$ cat src/rtl/adc_trig_pkg.sv
package adc_trig_pkg;
  parameter int CNT_W = 16;
  typedef logic [CNT_W-1:0] cnt_t;
endpackage

$ cat src/rtl/trig_data_regs.sv
module trig_data_regs
  import adc_trig_pkg::*;
(
  input  logic clk,
  input  logic rst_n,
  input  logic period_wr,
  input  cnt_t period_data,
  input  logic width_wr,
  input  cnt_t width_data,
  input  logic lead_en,
  input  logic lead_up,
  output cnt_t period_q,
  output cnt_t width_q
);
  // Period updates only when the lead is idle or in its up phase.
  logic period_ok;
  assign period_ok = period_wr && (!lead_en || lead_up);

  always_ff @(posedge clk) begin
    if (!rst_n) begin
      period_q <= '0;
      width_q  <= '0;
    end else begin
      if (period_ok) period_q <= period_data;
      if (width_wr)  width_q  <= width_data;
    end
  end

  AST_PERIOD_LOCK: assert property (@(posedge clk) disable iff (!rst_n)
    (period_wr && lead_en && !lead_up) |=> $stable(period_q));
endmodule

$ cat src/rtl/trig_master_chan.sv
module trig_master_chan
  import adc_trig_pkg::*;
(
  input  logic clk,
  input  logic rst_n,
  input  logic tick,
  input  logic go,
  input  logic halt,
  input  logic go_irq_en,
  input  cnt_t period,
  output cnt_t cnt,
  output logic en,
  output logic up,
  output logic irq,
  output logic rearm
);
  logic expire;
  assign expire = en && tick && (cnt == '0) && !halt && !go;
  // Re-arm uses the phase value before this expiry flips it.
  assign rearm  = expire && up;

  always_ff @(posedge clk) begin
    if (!rst_n) begin
      cnt <= '0;
      en  <= 1'b0;
      up  <= 1'b0;
      irq <= 1'b0;
    end else begin
      irq <= 1'b0;
      if (halt) begin
        en <= 1'b0;
      end else if (go) begin
        en  <= 1'b1;
        cnt <= period;
        up  <= 1'b0;
        irq <= go_irq_en;
      end else if (en && tick) begin
        if (cnt == '0) begin
          irq <= 1'b1;
          cnt <= period;
          up  <= ~up;
        end else begin
          cnt <= cnt - 1'b1;
        end
      end
    end
  end

  AST_MASTER_RELOAD: assert property (@(posedge clk) disable iff (!rst_n)
    (en && tick && cnt == '0 && !halt && !go) |=> (irq && cnt == $past(period)));
  AST_MASTER_HOLD: assert property (@(posedge clk) disable iff (!rst_n)
    (en && !tick && !halt && !go) |=> $stable(cnt));
  AST_PHASE_FLIP: assert property (@(posedge clk) disable iff (!rst_n)
    (en && tick && cnt == '0 && !halt && !go) |=> (up != $past(up)));
endmodule

$ cat src/rtl/trig_slave_chan.sv
module trig_slave_chan
  import adc_trig_pkg::*;
(
  input  logic clk,
  input  logic rst_n,
  input  logic tick,
  input  logic go,
  input  logic halt,
  input  logic rearm,
  input  cnt_t width,
  output cnt_t cnt,
  output logic run,
  output logic irq,
  output logic trig
);
  localparam cnt_t ONE = cnt_t'(1);

  always_ff @(posedge clk) begin
    if (!rst_n) begin
      cnt  <= '0;
      run  <= 1'b0;
      irq  <= 1'b0;
      trig <= 1'b0;
    end else begin
      irq <= 1'b0;
      if (halt) begin
        run  <= 1'b0;
        trig <= 1'b0;
      end else if (go || rearm) begin
        cnt  <= width;
        run  <= 1'b1;
        trig <= 1'b1;
      end else if (run && tick) begin
        if (cnt == ONE) begin
          irq  <= 1'b1;
          run  <= 1'b0;
          trig <= 1'b0;
        end else begin
          cnt <= cnt - 1'b1;
        end
      end
    end
  end

  AST_SLAVE_HALTED: assert property (@(posedge clk) disable iff (!rst_n)
    irq |-> !run);
  AST_SLAVE_IDLE_HOLD: assert property (@(posedge clk) disable iff (!rst_n)
    (!run && !go && !rearm) |=> $stable(cnt));
  AST_REARM_WINS: assert property (@(posedge clk) disable iff (!rst_n)
    (rearm && !halt) |=> (run && !irq));
endmodule

$ cat src/rtl/adc_trig_pair.sv
module adc_trig_pair
  import adc_trig_pkg::*;
(
  input  logic             clk,
  input  logic             rst_n,
  input  logic             tick,
  input  logic             start,
  input  logic             stop,
  input  logic             start_irq_en,
  input  logic             period_wr,
  input  logic [CNT_W-1:0] period_data,
  input  logic             width_wr,
  input  logic [CNT_W-1:0] width_data,
  output logic             master_irq,
  output logic             slave_irq,
  output logic             trig_out,
  output logic [CNT_W-1:0] master_count,
  output logic [CNT_W-1:0] slave_count,
  output logic             slave_running,
  output logic             master_up
);
  cnt_t period_q, width_q;
  logic lead_en, rearm, go;

  // Stop has precedence over start.
  assign go = start && !stop;

  trig_data_regs u_regs (
    .clk(clk), .rst_n(rst_n),
    .period_wr(period_wr), .period_data(period_data),
    .width_wr(width_wr), .width_data(width_data),
    .lead_en(lead_en), .lead_up(master_up),
    .period_q(period_q), .width_q(width_q)
  );

  trig_master_chan u_lead (
    .clk(clk), .rst_n(rst_n), .tick(tick), .go(go), .halt(stop),
    .go_irq_en(start_irq_en), .period(period_q),
    .cnt(master_count), .en(lead_en), .up(master_up),
    .irq(master_irq), .rearm(rearm)
  );

  trig_slave_chan u_follow (
    .clk(clk), .rst_n(rst_n), .tick(tick), .go(go), .halt(stop),
    .rearm(rearm), .width(width_q),
    .cnt(slave_count), .run(slave_running), .irq(slave_irq), .trig(trig_out)
  );

  AST_TRIG_FOLLOWS: assert property (@(posedge clk) disable iff (!rst_n)
    trig_out == slave_running);
  AST_STOP_CLEARS: assert property (@(posedge clk) disable iff (!rst_n)
    stop |=> (!slave_running && !trig_out && !master_irq && !slave_irq));
  AST_START_LOADS: assert property (@(posedge clk) disable iff (!rst_n)
    (start && !stop) |=> (slave_running && !master_up));
endmodule

$ cat config.mk
export PLATFORM = sky130hd
export DESIGN_NAME = adc_trig_pair
export DESIGN_NICKNAME = d
export VERILOG_FILES = /design/src/rtl/adc_trig_pkg.sv /design/src/rtl/trig_data_regs.sv /design/src/rtl/trig_master_chan.sv /design/src/rtl/trig_slave_chan.sv /design/src/rtl/adc_trig_pair.sv
export SDC_FILE = /design/constraint.sdc
export NUM_CORES = 1
export LEC_CHECK = 0
export ABC_CLOCK_PERIOD_IN_PS = 2500
export BUFFER_PORTS_ARGS = -buffer_cell sky130_fd_sc_hd__buf_2
export CORE_MARGIN = 2
export CORE_UTILIZATION = 50
export CTS_CLUSTER_SIZE = 25
export DETAILED_ROUTE_END_ITERATION = 12
export MAX_ROUTING_LAYER = met4
export PLACE_DENSITY = 0.88
export SLEW_MARGIN = 5
export SYNTH_ARGS = -nofsm -noshare
export SYNTH_HDL_FRONTEND = slang
export SYNTH_HIERARCHICAL = 1
export SYNTH_SLANG_ARGS = --single-unit
$ cat constraint.sdc
create_clock -name clk -period 2.5 [get_ports clk]
set_input_delay 0.125 -clock clk [delete_from_list [all_inputs] [get_ports clk]]
set_output_delay 0.125 -clock clk [all_outputs]
set_load 0.005 [all_outputs]
* Yosys cells after proc, flatten, opt, wreduce, memory -nomap -nowiden *
Index checks and enable logic that the tools add are counted.

operators by class
  add/sub/neg operators = 2
  multiply operators = 0
  div/mod/pow operators = 0
  magnitude comparators = 0
  equality and inequality tests = 2
  shifts and indexed selects = 0
  multiplexer cells = 16
  bitwise logic cells = 4
  reductions and logical operators = 24

operators with widths
  cell                   count
  $mux 16                6
  $sub 16x1->16 const B  2
  $eq 16x1->1 const B    1
  $logic_not 16->1       1
  $mux 1                 10
  $logic_and 1x1->1      8
  $reduce_bool 2->1      4
  $reduce_and 3->1       2
  $not 1->1              4
  $reduce_and 2->1       2
  $reduce_or 4->1        1
  $logic_not 1->1        3
  $logic_or 1x1->1       2
  $ne 2x1->1 const B     1
  $reduce_or 2->1        1

word-level totals
  flip-flop bits (word level) = 69
  latch bits = 0
  bits in writable memories = 0
  memory bits (read-only) = 0
  input bits = 40
  output and inout bits = 37
  logic and storage cells = 57
  memories kept = 0

* Depth between registers and ports, before layout *
  word-level depth = 8
  mapped depth = 12
  mapped depth without buffers = 10

* Cells and area by module *
The synthesis kept the hierarchy.

modules (own cells, without submodules)
  module            times used  cells an instance  area an instance (um2)
  trig_data_regs    1           123                1276.2
  trig_master_chan  1           165                1265.0
  trig_slave_chan   1           159                1224.9
  adc_trig_pair     1           1                  13.8

* Worst setup path before layout *
No wires, ideal clock.

  kind = reg-to-reg
  start point = register u_lead.cnt[7]
  end point = register u_follow.cnt[14]
  setup time = 0.132 ns
  data arrival time = 2.584 ns
  slack = -0.216 ns
  stages on the path, launching flop included = 13
  period minus slack after synthesis = 2.716 ns
  cells stage by stage = dfxtp_1 nor4_4 nand2b_1 nor3_1 nand3_1 nor4bb_1 or2_2 clkbuf_1 clkbuf_1 buf_1 a21oi_1 o211ai_1 o31ai_1

on the way
  cells in the longest elaborated chain, start to end = 8
  elaborated cells on any way between the ends = 10

ends and longest elaborated chain
  what                                                       RTL line                RTL
  start, declared                                            trig_master_chan.sv:11  output cnt_t cnt,
  start signal, assigned                                     trig_master_chan.sv:34  cnt <= period;
  start signal, assigned                                     trig_master_chan.sv:40  cnt <= period;
  start signal, assigned                                     trig_master_chan.sv:43  cnt <= cnt - 1'b1;
  $logic_not 16->1 (*)                                       trig_master_chan.sv:18  assign expire = en && tick && (cnt == '0) && !halt && !go;
  $logic_and 1x1->1 (*) (3 in series)                        trig_master_chan.sv:18
  $logic_and 1x1->1 (*)                                      trig_master_chan.sv:20  assign rearm = expire && up;
  named net rearm                                            adc_trig_pair.sv:23     logic lead_en, rearm, go;
  $logic_or 1x1->1 (*)                                       trig_slave_chan.sv:29   end else if (go || rearm) begin
  $ne 2x1->1 (no line) or $reduce_bool 2->1 (tied branches)  n/a
  $reduce_and 3->1 (no line)                                 n/a
  end signal, assigned                                       trig_slave_chan.sv:30   cnt <= width;
  end signal, assigned                                       trig_slave_chan.sv:39   cnt <= cnt - 1'b1;
  end, declared                                              trig_slave_chan.sv:11   output cnt_t cnt,

Mark *: on every way through the listed nets, which the timed path passes. The rest lies on a longest branch.
A chain may end at the register's enable or synchronous reset.

* Worst setup path after layout *
  start point = register u_lead.cnt[7]
  end point = register u_follow.cnt[9]

Same word-level chain as after synthesis.

==> run metrics <==
status=complete, but fails checks; failing checks=setup timing; synthesized netlist cell count=448; Pwr Total=3426 uW; commonest register cell after synthesis=dfxtp_1; WL/cell=16.93 um; post-DR vias/cell=6.033; VDD IR max=0.4540 mV; initial core utilization=51.84%; Yosys cell types=66; largest net degree at the start of global routing=33; area of the core=0.007292 mm^2; Compound-Gate Fraction of Synth Area=19.76%; Avg Cell Area, Syn=8.437 um^2; DRT antenna net count=0; diodes inserted=0; CTS Buffer Depth=2; Worst-Skew Late Latency=0.35 ns; # setup viols final=11; async set-or-reset flop fraction in the synthesized netlist=0%; I/O pins=77; initial antenna violation count=0; die area=0.008271 mm^2; num rows=31; clock skew=0.02220 ns; CP endpoint kind=flip-flop; Final Slew Violations=0; main combinational cell family by area after synthesis=simple AND/OR/NAND/NOR gates; Cell Area, Synth=0.003780 mm^2; Final WS setup=-0.06740 ns; Syn Nets=492; Layout area overhead=23.80%; Initial DRC Count=440; Layout Utilization=64.17%; Leak=0.002068 uW; Hold Path Class=input pin to flip-flop; Placed Cells=625; Worst Max-Slew Pin Slew=0.6766 ns; pre-CTS WS=-0.04291 ns; sequential share of the synthesized area=36.54%; DP HPWL=7489 um; total length of routed wires=10920 um; Ys Warns=6; CTS sink count=69; gr usage total=26.08%; chip width=90.95 um; max_cap viols=0; crit path cell chain=nor4_4 -> nand2b_1 -> nor3_2 -> nand3_1 -> nor4bb_4 -> nor2_2 -> a21oi_2 -> o41ai_4 -> buf_12 -> a211oi_2 -> o221a_1; final worst path period share=102.7%; CP max-delay cell=dfxtp_2; clock slew at reported path FFs=0.09 ns; Residual DRC=0; Simple-Gate Fraction of Synth Area=26.25%; IO Port Bufs=76; hold-fix buffers at CTS=0; Remaining Overflow, GRT=0; Crit Path Category=flip-flop to flip-flop; synthesized flop and latch total=69; fraction of the mapped netlist area in adder cells=1.324%; Worst EP arrival=2.87 ns; die span in y=90.95 um; Max Freq=0.3895 GHz; setup TNS=-0.2548 ns; H-tree Lvls=3; max incr delay on CP=0.35 ns; Final Hold Vio Count=0; Root Driver=clkbuf_8; Final min period=2.567 ns; CTS Buf Count=9; RD Place Congestion=0.9917; global-route wire length before repair=17380 um; CTS tree=done; Crit Path Max Fanout=12; PD cells=732.1 mW/mm^2; DR vias=3891; EDFF count, synth=0; relative slew slack=54.85%; TritonRoute pass-1 iters=5; mux contribution to synthesized area=9.831%; Final Non-Filler Cells=645; Synth Area in XOR/XNOR=0%; number of global-route vias before repair=3676; Worst Path Required=2.80 ns; layout cell share with drive strength beyond 1=29.30%; Startpoint Class=flip-flop; # nets final=585; RSZ-0062 raised after global routing=yes
==> worst max-delay path: cells and delay by family, from the launching register on <==
kind | cells | cell delay (ns)
and+or+nand+nor | 6 | 1.23
buffers and inverters | 1 | 0.19
AOI/OAI and AO/OA | 4 | 0.74
DFF | 1 | 0.35
==> cells in the mapped netlist, types with 3 or more instances <==
cell type  instances  share of area (%)
or3_1              6               0.99
o32ai_1            3               0.70
a31oi_1            5               0.83
inv_1             14                1.4
a211oi_1           4               0.79
nor3_1            16                2.1
nand3_1           10                1.3
nor2b_1           16                2.6
nor4_1             5               0.83
nor4_4             3                1.7
o31ai_1            7                1.4
o22ai_2            3               0.99
buf_2              6               0.79
ha_1               4                1.3
buf_4              6                1.2
o211ai_1           4               0.79
a21o_1             3               0.60
dfxtp_1           69                 37
o31a_1             3               0.70
clkbuf_1          10               0.99
mux2i_1           36                9.5
nand2_1           69                6.9
or2_2              3               0.50
a21oi_1           27                3.6
nor2_1            29                2.9
o21ai_0           25                3.3
or4_1              5               0.99
buf_6              4                1.2
nand2b_1           5               0.83
==> metal layers <==
layer  part of all wire, %  vias up  track usage, %
met5                     0        -               -
met4                   2.2        0           12.75
met3                   8.2       31           3.568
met2                    48      247           40.25
met1                    42     1811           33.73
li1                      -     1802               -
==> state kept, by name, summed over array words and instances (netlist names) <==
signal and flops:
u_lead/irq 1, u_lead/en 1, u_lead/cnt 16, u_regs/width_q 16
u_follow/irq 1, u_follow/cnt 16, u_regs/period_q 16, u_follow/trig 1
u_lead/up 1
==> metrics by stage <==
step,hold WS (ns),cell area [um^2]
finish,0.02326,4679
global route,0.01467,4679
CTS,0.01310,4629
detailed placement,0.3734,4348
global placement,0.3720,4348
floorplan,0.2387,3789
==> area by class of cell <==
cell class,count,area [um^2]
fillers,602,2613
inverters,14,52.55
clock inverters,4,76.32
well taps,99,123.9
flip-flops and latches,69,1383
multi-input cells,336,2218
repair buffers,111,660.6
clock buffers,12,165.2
==> what timing repair did <==
action	CTS	global route
endpoints found under the setup margin	7	17
gates resized for setup	4	12
cloned	1	0
buffers inserted	2	1
pin swaps	3	8
==> power breakdown <==
part	total, uW	switching, uW	leakage [uW]	internal (uW)
registers	1250	72.9	0.000565	1170
logic	1090	631	0.00138	460
clock network	1090	441	0.000119	648
==> path summary, 6_finish.rpt <==
kind / start / cells after the start / slack [ns] / endpoint
min reg2reg: u_regs/period_q[12] / 2 / 0.47 / u_regs/period_q[12]
min: period_data[6] / 3 / 0.02 / u_regs/period_q[6]
max: u_lead/cnt[7] / 11 / -0.07 / u_follow/cnt[9]
max reg2reg: u_lead/cnt[7] / 11 / -0.07 / u_follow/cnt[9]
==> cell families after synthesis <==
kind of cell,Yosys count
and+or+nand+nor,187
AOI/OAI and AO/OA,108
DFF,69
buffers and inverters,43
muxes,37
adders and majority gates,4
==> placed cells by master (no fill, tap or decap), types with 3 or more instances in the layout <==
master	instances
o31ai_1	7
a21o_1	3
a211oi_1	3
nor2b_1	16
buf_4	31
o21ai_0	23
ha_1	4
nor4_1	5
inv_1	14
nor2_1	28
o31a_1	3
nand2b_1	4
or2_2	3
nor4_4	3
dfxtp_1	68
o32ai_1	3
clkbuf_8	12
a21oi_2	5
nor3_1	15
nand2_1	69
a31oi_1	5
or3_1	6
o211ai_1	4
buf_2	77
o22ai_2	3
or4_1	5
nand3_1	10
mux2i_1	36
a21oi_1	22
(Power assumes the default switching activity.)
